### src/rtl/oas_pkg.sv
// Shared types and constants for the operand addressing mode sequencer.
// Assumes a 3-bit mode field; mode numbering is architectural and fixed.
package oas_pkg;

    localparam logic [2:0] M_REG   = 3'd0;
    localparam logic [2:0] M_DEF   = 3'd1;
    localparam logic [2:0] M_AINC  = 3'd2;
    localparam logic [2:0] M_AINCD = 3'd3;
    localparam logic [2:0] M_ADEC  = 3'd4;
    localparam logic [2:0] M_ADECD = 3'd5;
    localparam logic [2:0] M_IDX   = 3'd6;
    localparam logic [2:0] M_IDXD  = 3'd7;

    typedef enum logic [2:0] {
        S_IDLE,
        S_PCRD,
        S_EXTREQ,
        S_EXTWAIT,
        S_PTRREQ,
        S_PTRWAIT,
        S_DONE
    } oas_state_e;

endpackage

### src/rtl/oas_step.sv
// Auto-increment / auto-decrement address and write-back value generator.
// Assumes mode is one of 2..5 when its outputs are used; bit 0 of the mode
// marks the deferred forms, which always step by the word size.
module oas_step #(
    parameter int DW         = 16,
    parameter int RW         = 3,
    parameter int SP_IDX     = 6,
    parameter int WORD_BYTES = 2
) (
    input  logic [2:0]    mode,
    input  logic [RW-1:0] ridx,
    input  logic          byte_op,
    input  logic [DW-1:0] rval,
    output logic [DW-1:0] addr,
    output logic [DW-1:0] nval
);
    localparam logic [DW-1:0] STEP_B = DW'(1);
    localparam logic [DW-1:0] STEP_W = DW'(WORD_BYTES);

    logic [DW-1:0] step;

    // Choose the step size: byte only for non-deferred modes on ordinary registers.
    always_comb begin
        if (byte_op && !mode[0] && (int'(ridx) < SP_IDX)) step = STEP_B;
        else                                                step = STEP_W;
    end

    // Post-increment uses the old value; pre-decrement uses the new one.
    always_comb begin
        if (mode[2]) begin
            nval = rval - step;
            addr = nval;
        end else begin
            nval = rval + step;
            addr = rval;
        end
    end
endmodule

### src/rtl/oas_index.sv
// Indexed address adder. Picks the base register value, or the program
// counter already advanced past the extension word when the register is
// the program counter, and adds the extension word.
module oas_index #(
    parameter int DW         = 16,
    parameter int WORD_BYTES = 2
) (
    input  logic          base_is_pc,
    input  logic [DW-1:0] pc,
    input  logic [DW-1:0] rval,
    input  logic [DW-1:0] ext,
    output logic [DW-1:0] sum
);
    logic [DW-1:0] base;

    // Select the base and form the indexed sum.
    always_comb begin
        base = base_is_pc ? (pc + DW'(WORD_BYTES)) : rval;
        sum  = base + ext;
    end
endmodule

### src/rtl/oas_align.sv
// Word alignment test on the low address bits. Assumes the word size is a
// power of two and takes only the bits below it.
module oas_align #(
    parameter int AB = 1
) (
    input  logic [AB-1:0] lsb,
    output logic          odd
);
    // Any set bit below the word boundary is a misalignment.
    always_comb odd = |lsb;
endmodule

### src/rtl/operand_addr_seq.sv
// Operand addressing mode sequencer. Resolves one operand specifier into a
// register operand or a final operand address, issues extension-word and
// pointer reads (one outstanding, valid/ready request, strobed response),
// and reports the register write-back for the mode on a one-cycle done
// pulse. Assumes the register file read is combinational and that the
// register file is not modified by others while an operand is in progress.
module operand_addr_seq #(
    parameter int DW         = 16,
    parameter int RW         = 3,
    parameter int SP_IDX     = 6,
    parameter int PC_IDX     = 7,
    parameter int WORD_BYTES = 2
) (
    input  logic          clk,
    input  logic          rst_n,
    input  logic          start,
    input  logic [RW+2:0] spec,
    input  logic          byte_op,
    output logic [RW-1:0] rf_raddr,
    input  logic [DW-1:0] rf_rdata,
    output logic          mem_req_valid,
    input  logic          mem_req_ready,
    output logic [DW-1:0] mem_req_addr,
    input  logic          mem_rsp_valid,
    input  logic [DW-1:0] mem_rsp_data,
    output logic          op_done,
    output logic          op_err,
    output logic          op_is_reg,
    output logic [DW-1:0] op_ea,
    output logic          upd_we,
    output logic [RW-1:0] upd_idx,
    output logic [DW-1:0] upd_val
);
    import oas_pkg::*;

    localparam int AB       = $clog2(WORD_BYTES);
    localparam int NCHK     = 4;
    localparam logic [RW-1:0] PC_R = RW'(PC_IDX);

    oas_state_e    state;
    logic [2:0]    mode_q;
    logic [RW-1:0] reg_q;
    logic          byte_q;
    logic [DW-1:0] rval_q;
    logic [DW-1:0] pc_q;
    logic [DW-1:0] ptr_q;
    logic [DW-1:0] ea_q;
    logic          isreg_q;
    logic          err_q;
    logic          we_q;
    logic [RW-1:0] widx_q;
    logic [DW-1:0] wval_q;

    logic [2:0]    s_mode;
    logic [RW-1:0] s_reg;
    logic [DW-1:0] step_addr;
    logic [DW-1:0] step_nval;
    logic [DW-1:0] idx_sum;
    logic [DW-1:0] idle_addr;
    logic [DW-1:0] chk_addr [NCHK];
    logic [NCHK-1:0] odd;

    assign s_mode = spec[RW+2:RW];
    assign s_reg  = spec[RW-1:0];

    oas_step #(.DW(DW), .RW(RW), .SP_IDX(SP_IDX), .WORD_BYTES(WORD_BYTES)) u_step (
        .mode    (s_mode),
        .ridx    (s_reg),
        .byte_op (byte_op),
        .rval    (rf_rdata),
        .addr    (step_addr),
        .nval    (step_nval)
    );

    oas_index #(.DW(DW), .WORD_BYTES(WORD_BYTES)) u_index (
        .base_is_pc (reg_q == PC_R),
        .pc         (pc_q),
        .rval       (rval_q),
        .ext        (mem_rsp_data),
        .sum        (idx_sum)
    );

    // Address examined at start: plain register for mode 1, stepped otherwise.
    always_comb idle_addr = (s_mode == M_DEF) ? rf_rdata : step_addr;

    // Gather the four alignment check points.
    always_comb begin
        chk_addr[0] = idle_addr;
        chk_addr[1] = rf_rdata;
        chk_addr[2] = idx_sum;
        chk_addr[3] = mem_rsp_data;
    end

    generate
        for (genvar g = 0; g < NCHK; g++) begin : g_align
            oas_align #(.AB(AB)) u_align (
                .lsb (chk_addr[g][AB-1:0]),
                .odd (odd[g])
            );
        end
    endgenerate

    // Register file read port: program counter while fetching it, else the specifier's register.
    always_comb rf_raddr = (state == S_PCRD) ? PC_R : s_reg;

    // Memory request port: extension fetch at the PC, or pointer fetch.
    always_comb begin
        mem_req_valid = (state == S_EXTREQ) || (state == S_PTRREQ);
        mem_req_addr  = (state == S_EXTREQ) ? pc_q : ptr_q;
    end

    // Completion outputs, qualified by the done state.
    always_comb begin
        op_done   = (state == S_DONE);
        op_err    = op_done && err_q;
        op_is_reg = op_done && isreg_q;
        op_ea     = ea_q;
        upd_we    = op_done && we_q;
        upd_idx   = widx_q;
        upd_val   = wval_q;
    end

    // Sequencer: walks the fetch steps the mode needs and records the results.
    always_ff @(posedge clk) begin
        if (!rst_n) begin
            state   <= S_IDLE;
            mode_q  <= M_REG;
            reg_q   <= '0;
            byte_q  <= 1'b0;
            rval_q  <= '0;
            pc_q    <= '0;
            ptr_q   <= '0;
            ea_q    <= '0;
            isreg_q <= 1'b0;
            err_q   <= 1'b0;
            we_q    <= 1'b0;
            widx_q  <= '0;
            wval_q  <= '0;
        end else begin
            unique case (state)
                S_IDLE: begin
                    if (start) begin
                        mode_q  <= s_mode;
                        reg_q   <= s_reg;
                        byte_q  <= byte_op;
                        rval_q  <= rf_rdata;
                        isreg_q <= 1'b0;
                        err_q   <= 1'b0;
                        we_q    <= 1'b0;
                        widx_q  <= s_reg;
                        wval_q  <= step_nval;
                        unique case (s_mode)
                            M_REG: begin
                                isreg_q <= 1'b1;
                                ea_q    <= {{(DW-RW){1'b0}}, s_reg};
                                state   <= S_DONE;
                            end
                            M_DEF: begin
                                ea_q  <= rf_rdata;
                                err_q <= !byte_op && odd[0];
                                state <= S_DONE;
                            end
                            M_AINC, M_ADEC: begin
                                ea_q  <= step_addr;
                                err_q <= !byte_op && odd[0];
                                we_q  <= !(!byte_op && odd[0]);
                                state <= S_DONE;
                            end
                            M_AINCD, M_ADECD: begin
                                ptr_q <= step_addr;
                                if (odd[0]) begin
                                    err_q <= 1'b1;
                                    state <= S_DONE;
                                end else begin
                                    we_q  <= 1'b1;
                                    state <= S_PTRREQ;
                                end
                            end
                            default: begin
                                state <= S_PCRD;
                            end
                        endcase
                    end
                end
                S_PCRD: begin
                    pc_q   <= rf_rdata;
                    widx_q <= PC_R;
                    wval_q <= rf_rdata + DW'(WORD_BYTES);
                    if (odd[1]) begin
                        err_q <= 1'b1;
                        state <= S_DONE;
                    end else begin
                        we_q  <= 1'b1;
                        state <= S_EXTREQ;
                    end
                end
                S_EXTREQ: begin
                    if (mem_req_ready) state <= S_EXTWAIT;
                end
                S_EXTWAIT: begin
                    if (mem_rsp_valid) begin
                        if (mode_q == M_IDX) begin
                            ea_q <= idx_sum;
                            if (!byte_q && odd[2]) begin
                                err_q <= 1'b1;
                                we_q  <= 1'b0;
                            end
                            state <= S_DONE;
                        end else begin
                            ptr_q <= idx_sum;
                            if (odd[2]) begin
                                err_q <= 1'b1;
                                we_q  <= 1'b0;
                                state <= S_DONE;
                            end else begin
                                state <= S_PTRREQ;
                            end
                        end
                    end
                end
                S_PTRREQ: begin
                    if (mem_req_ready) state <= S_PTRWAIT;
                end
                S_PTRWAIT: begin
                    if (mem_rsp_valid) begin
                        ea_q <= mem_rsp_data;
                        if (!byte_q && odd[3]) begin
                            err_q <= 1'b1;
                            we_q  <= 1'b0;
                        end
                        state <= S_DONE;
                    end
                end
                S_DONE: begin
                    state <= S_IDLE;
                end
                default: begin
                    state <= S_IDLE;
                end
            endcase
        end
    end
endmodule

### config.mk
export PLATFORM = sky130hd
export DESIGN_NAME = operand_addr_seq
export DESIGN_NICKNAME = d
export VERILOG_FILES = /design/src/rtl/oas_pkg.sv /design/src/rtl/oas_step.sv /design/src/rtl/oas_index.sv /design/src/rtl/oas_align.sv /design/src/rtl/operand_addr_seq.sv
export SDC_FILE = /design/constraint.sdc
export NUM_CORES = 1
export LEC_CHECK = 0
export BUFFER_PORTS_ARGS = -buffer_cell sky130_fd_sc_hd__buf_2
export CORE_ASPECT_RATIO = 1.2
export CORE_MARGIN = 5
export CORE_UTILIZATION = 60
export DETAILED_ROUTE_END_ITERATION = 10
export PLACE_DENSITY = 0.83
export SYNTH_ARGS = -nofsm -noshare
export SYNTH_HDL_FRONTEND = slang
export SYNTH_HIERARCHICAL = 1
export SYNTH_SLANG_ARGS = --single-unit
### constraint.sdc
create_clock -name clk -period 7.1 [get_ports clk]
set_clock_uncertainty 0.05 [all_clocks]
set_input_delay 0.71 -clock clk [delete_from_list [all_inputs] [get_ports clk]]
set_output_delay 0.71 -clock clk [all_outputs]
set_load 0.02 [all_outputs]
==> PnR_summary.wiki <==
{| class="wikitable"
! Metric !! Value
|-
| Number of nets with antenna violations after detailed routing || 0
|-
| Cells resized by post-CTS repair || 0
|-
| Final standard cell count with taps included and fillers excluded || 1169
|-
| Total routing resource utilization after global routing || 0.305
|-
| Setup TNS || 0 ns
|-
| Number of top-level pins || 103
|-
| NumNets Final || 1075
|-
| Total count of max-transition violations in the final report || 0
|-
| Wire length on met2 || 10900 um
|-
| Worst min-delay path category || flip-flop to flip-flop
|-
| Critical path type || flip-flop to flip-flop
|-
| Synth Register Bits || 96
|-
| Fraction of layout instances using a drive strength above 1 || 0.196
|-
| Worst setup EP type || flip-flop
|-
| Detailed-route wire length per cell || 19.9 um
|-
| Result of the run || complete, no violations
|-
| Pre-Repair DR Iteration Count || 5
|-
| Unrepaired setup endpoints after global routing || no
|-
| Reported max-cap violation count || 0
|-
| Via density per instance || 6.49
|-
| Netlist area before placement || 7510 sq um
|-
| Horiz. Die Dim || 112 um
|-
| Global-route wire length before repair || 37100 um
|-
| Worst-skew pair later-pin latency || 0.34 ns
|-
| Sink Count || 96
|-
| Die height || 133 um
|-
| Pin count of the biggest net entering global routing || 70
|-
| Cell type with the largest total area after synthesis || dfxtp_1
|-
| Number of buffers inserted to repair setup after CTS || 0
|-
| Final hold slack || 0.406 ns
|-
| DRC violation total after the first TritonRoute iteration || 772
|-
| Data arrival, critical path || 4.30 ns
|-
| Grt total ovfl || 0
|-
| H-Tree Depth || 3
|-
| Total routed wirelength || 23200 um
|-
| CTS Root Buffer Type || clkbuf_16
|-
| Sequential Power Share || 0.316
|-
| Max IR drop VDD || 0.200 mV
|-
| Internal power summed over all cells || 0.00139 W
|-
| Diodes inserted || 0
|-
| Cell type group with the largest total delay on the critical path || compound AO/OA/AOI/OAI gates
|-
| Period utilisation layout || 0.587
|-
| Reg clk slew, reported paths || 0.07 ns
|-
| CP max FO || 29
|-
| Cell area power density || 292 nW/um^2
|-
| Commonest cells post-synth || nand2_1, a21oi_1, dfxtp_1, nor2_1, o21ai_0
|-
| Placed cells || 1153
|-
| Die Footprint || 14900 sq um
|-
| Data required time at the worst endpoint || 7.23 ns
|-
| Most common flop cell mapped by yosys || dfxtp_1
|-
| Top-count cell post-synth || nand2_1
|-
| DP HPWL || 16100 um
|-
| Total of fill cells in the finished design || 1036
|-
| DRT met1 WL || 9100 um
|-
| Post-Synthesis Mean Instance Area || 7.78 sq um
|-
| Switching power total || 0.00101 W
|-
| Number of buffers inserted during clock tree synthesis || 9
|-
| Number of rows in the core area || 44
|-
| Seq/Total Area, Yosys || 0.256
|-
| Vias in the first global route || 6995
|-
| Number of buffers inserted by port buffering || 102
|-
| Number of enable flip-flop cells after synthesis || 0
|-
| Total of hold buffers inserted after clock tree synthesis || 0
|-
| Maximum clock frequency || 240 MHz
|-
| Finished Core Util || 0.673
|-
| Library cells used by synthesis || 85
|-
| Main area contributors after synthesis || dfxtp_1, nand2_1, a21oi_1, nor2_1, xnor2_1
|-
| Core area || 12200 sq um
|-
| Synth warnings || 6
|-
| Power share of the clock group || 0.238
|-
| Launching element type of the critical path || flip-flop
|-
| Transition time at the pin with the least slew margin || 1.33 ns
|-
| Global placer's final weighted congestion || 0.930
|-
| Cell breakdown of the critical path || and3_1, mux2_2, ha_1, fa_1, a21o_1, a221o_2, a31oi_4, nand2_2, a221oi_2, xnor2_1, a32oi_1, o21ai_0, nor2_1, a21oi_1
|-
| Proportion of register bits with asynchronous set or reset after synthesis || 0
|-
| Shortest clock period the worst path allows after layout || 4.17 ns
|-
| Nets in the synthesized netlist || 1038
|-
| Proportion of netlist area held by the largest area contributor || 0.256
|-
| Maximum clock insertion buffer count || 2
|-
| Number of hold violations in the final report || 0
|-
| DRC || 0
|-
| Logic pwr share || 0.446
|-
| Critical-path top delay cell || and3_1
|-
| Starting utilization of the core area || 0.618
|-
| CTS tree || yes
|-
| Proportion of total power due to net switching || 0.420
|-
| Antenna violations before repair || 0
|-
| Top layer used by detailed routing || met4
|-
| Met3 Wirelength || 1880 um
|-
| LEAKAGE || 3.29 nW
|-
| Max-Slew Margin vs Limit || 0.114
|-
| Area grow syn2layout || 9.02%
|-
| Endpoints failing setup || 0
|-
| Total vias in the final route || 7585
|-
| Synth Instances || 966
|-
| Buffers plus inverters on the worst setup path || 0
|-
| Max stage delay on crit path || 0.87 ns
|}
-- final cells by class --
| cell class | instances | area [sq um] | share of cell area |
|---|---|---|---|
| Sequential cell | 96 | 1920 | 0.235 |
| Timing Repair Buffer | 110 | 571 | 0.0696 |
| Clock buffer | 11 | 243 | 0.0296 |
| Inverter | 18 | 67.6 | 0.00825 |
| Clock inverter | 5 | 104 | 0.0127 |
| Tap cell | 161 | 201 | 0.0246 |
| Multi-Input combinational cell | 768 | 5080 | 0.621 |
-- worst paths after layout --
check | startpoint | end | slack (ns) | cells past startpoint
min | rval_q[2] | rval_q[2] | 0.41 | 2
min reg2reg | rval_q[2] | rval_q[2] | 0.41 | 2
max reg2reg | reg_q[1] | op_ea[14] | 2.93 | 14
max | reg_q[1] | op_ea[14] | 2.93 | 14
-- power groups by stage --
stage / clock, W / combinational [W] / sequential (W)
final: 0.000569 / 0.00107 / 0.000757
after global routing: 0.000590 / 0.00116 / 0.000772
after CTS: 0.000572 / 0.00105 / 0.000755
after detailed placement: 0 / 0.00104 / 0.000765
after global placement: 0 / 0.00103 / 0.000762
after floorplan: 0 / 0.000746 / 0.000803
-- cells by family after synthesis --
family,share of synthesized area
AND/OR/NAND/NOR,0.261
AO/OA/AOI/OAI,0.247
multiplexers,0.0325
buffers and inverters,0.0683
flip-flops,0.256
adder cells (fa/ha/maj),0.0511
XOR/XNOR,0.0838
-- flip-flops by register name, indices dropped and copies added (netlist names) --
signal	flops
byte_q	1
err_q	1
isreg_q	1
mode_q	3
op_ea	16
pc_q	16
ptr_q	16
reg_q	3
rval_q	16
state	3
upd_idx	3
upd_val	16
we_q	1
-- placed cells by master (no fill, tap or decap), drive strengths merged, types with 6 or more instances in the layout --
cell type  instances
clkbuf            11
xor2              32
a311oi            17
xnor2             39
nor3              15
a211oi            14
nand4             12
o211ai             8
nor2b             10
nor4bb            23
a21o               7
nand3             18
nor4               7
mux2              19
nand3b             6
a31oi             10
nand2            148
nand2b             7
o21ai             44
a21oi            105
buf              110
and2               7
inv               18
dfxtp             96
a32oi             14
o22ai             10
nor2              97
ha                25
-- metal layers --
layer	global-route usage	vias to the layer above
met5	0	-
met4	0.175	0
met3	0.0489	98
met2	0.492	447
met1	0.385	3500
li1	-	3540
-- tightest hold or removal path, stage by stage, from the launching register on --
cell,delay (ns)
dfxtp_1,0.31
nand2_1,0.05
a21oi_1,0.05
-- metrics by stage --
step / instance area (sq um) / setup slack, ns / power, W
2_1_floorplan: 7510 / 3.70 / 0.00155
3_3_place_gp: 7850 / 3.08 / 0.00179
3_5_place_dp: 7850 / 3.01 / 0.00181
4_1_cts: 8190 / 2.95 / 0.00238
5_1_grt: 8190 / 2.61 / 0.00252
6_report: 8190 / 2.93 / 0.00239
Power figures use the tool's default switching activity.
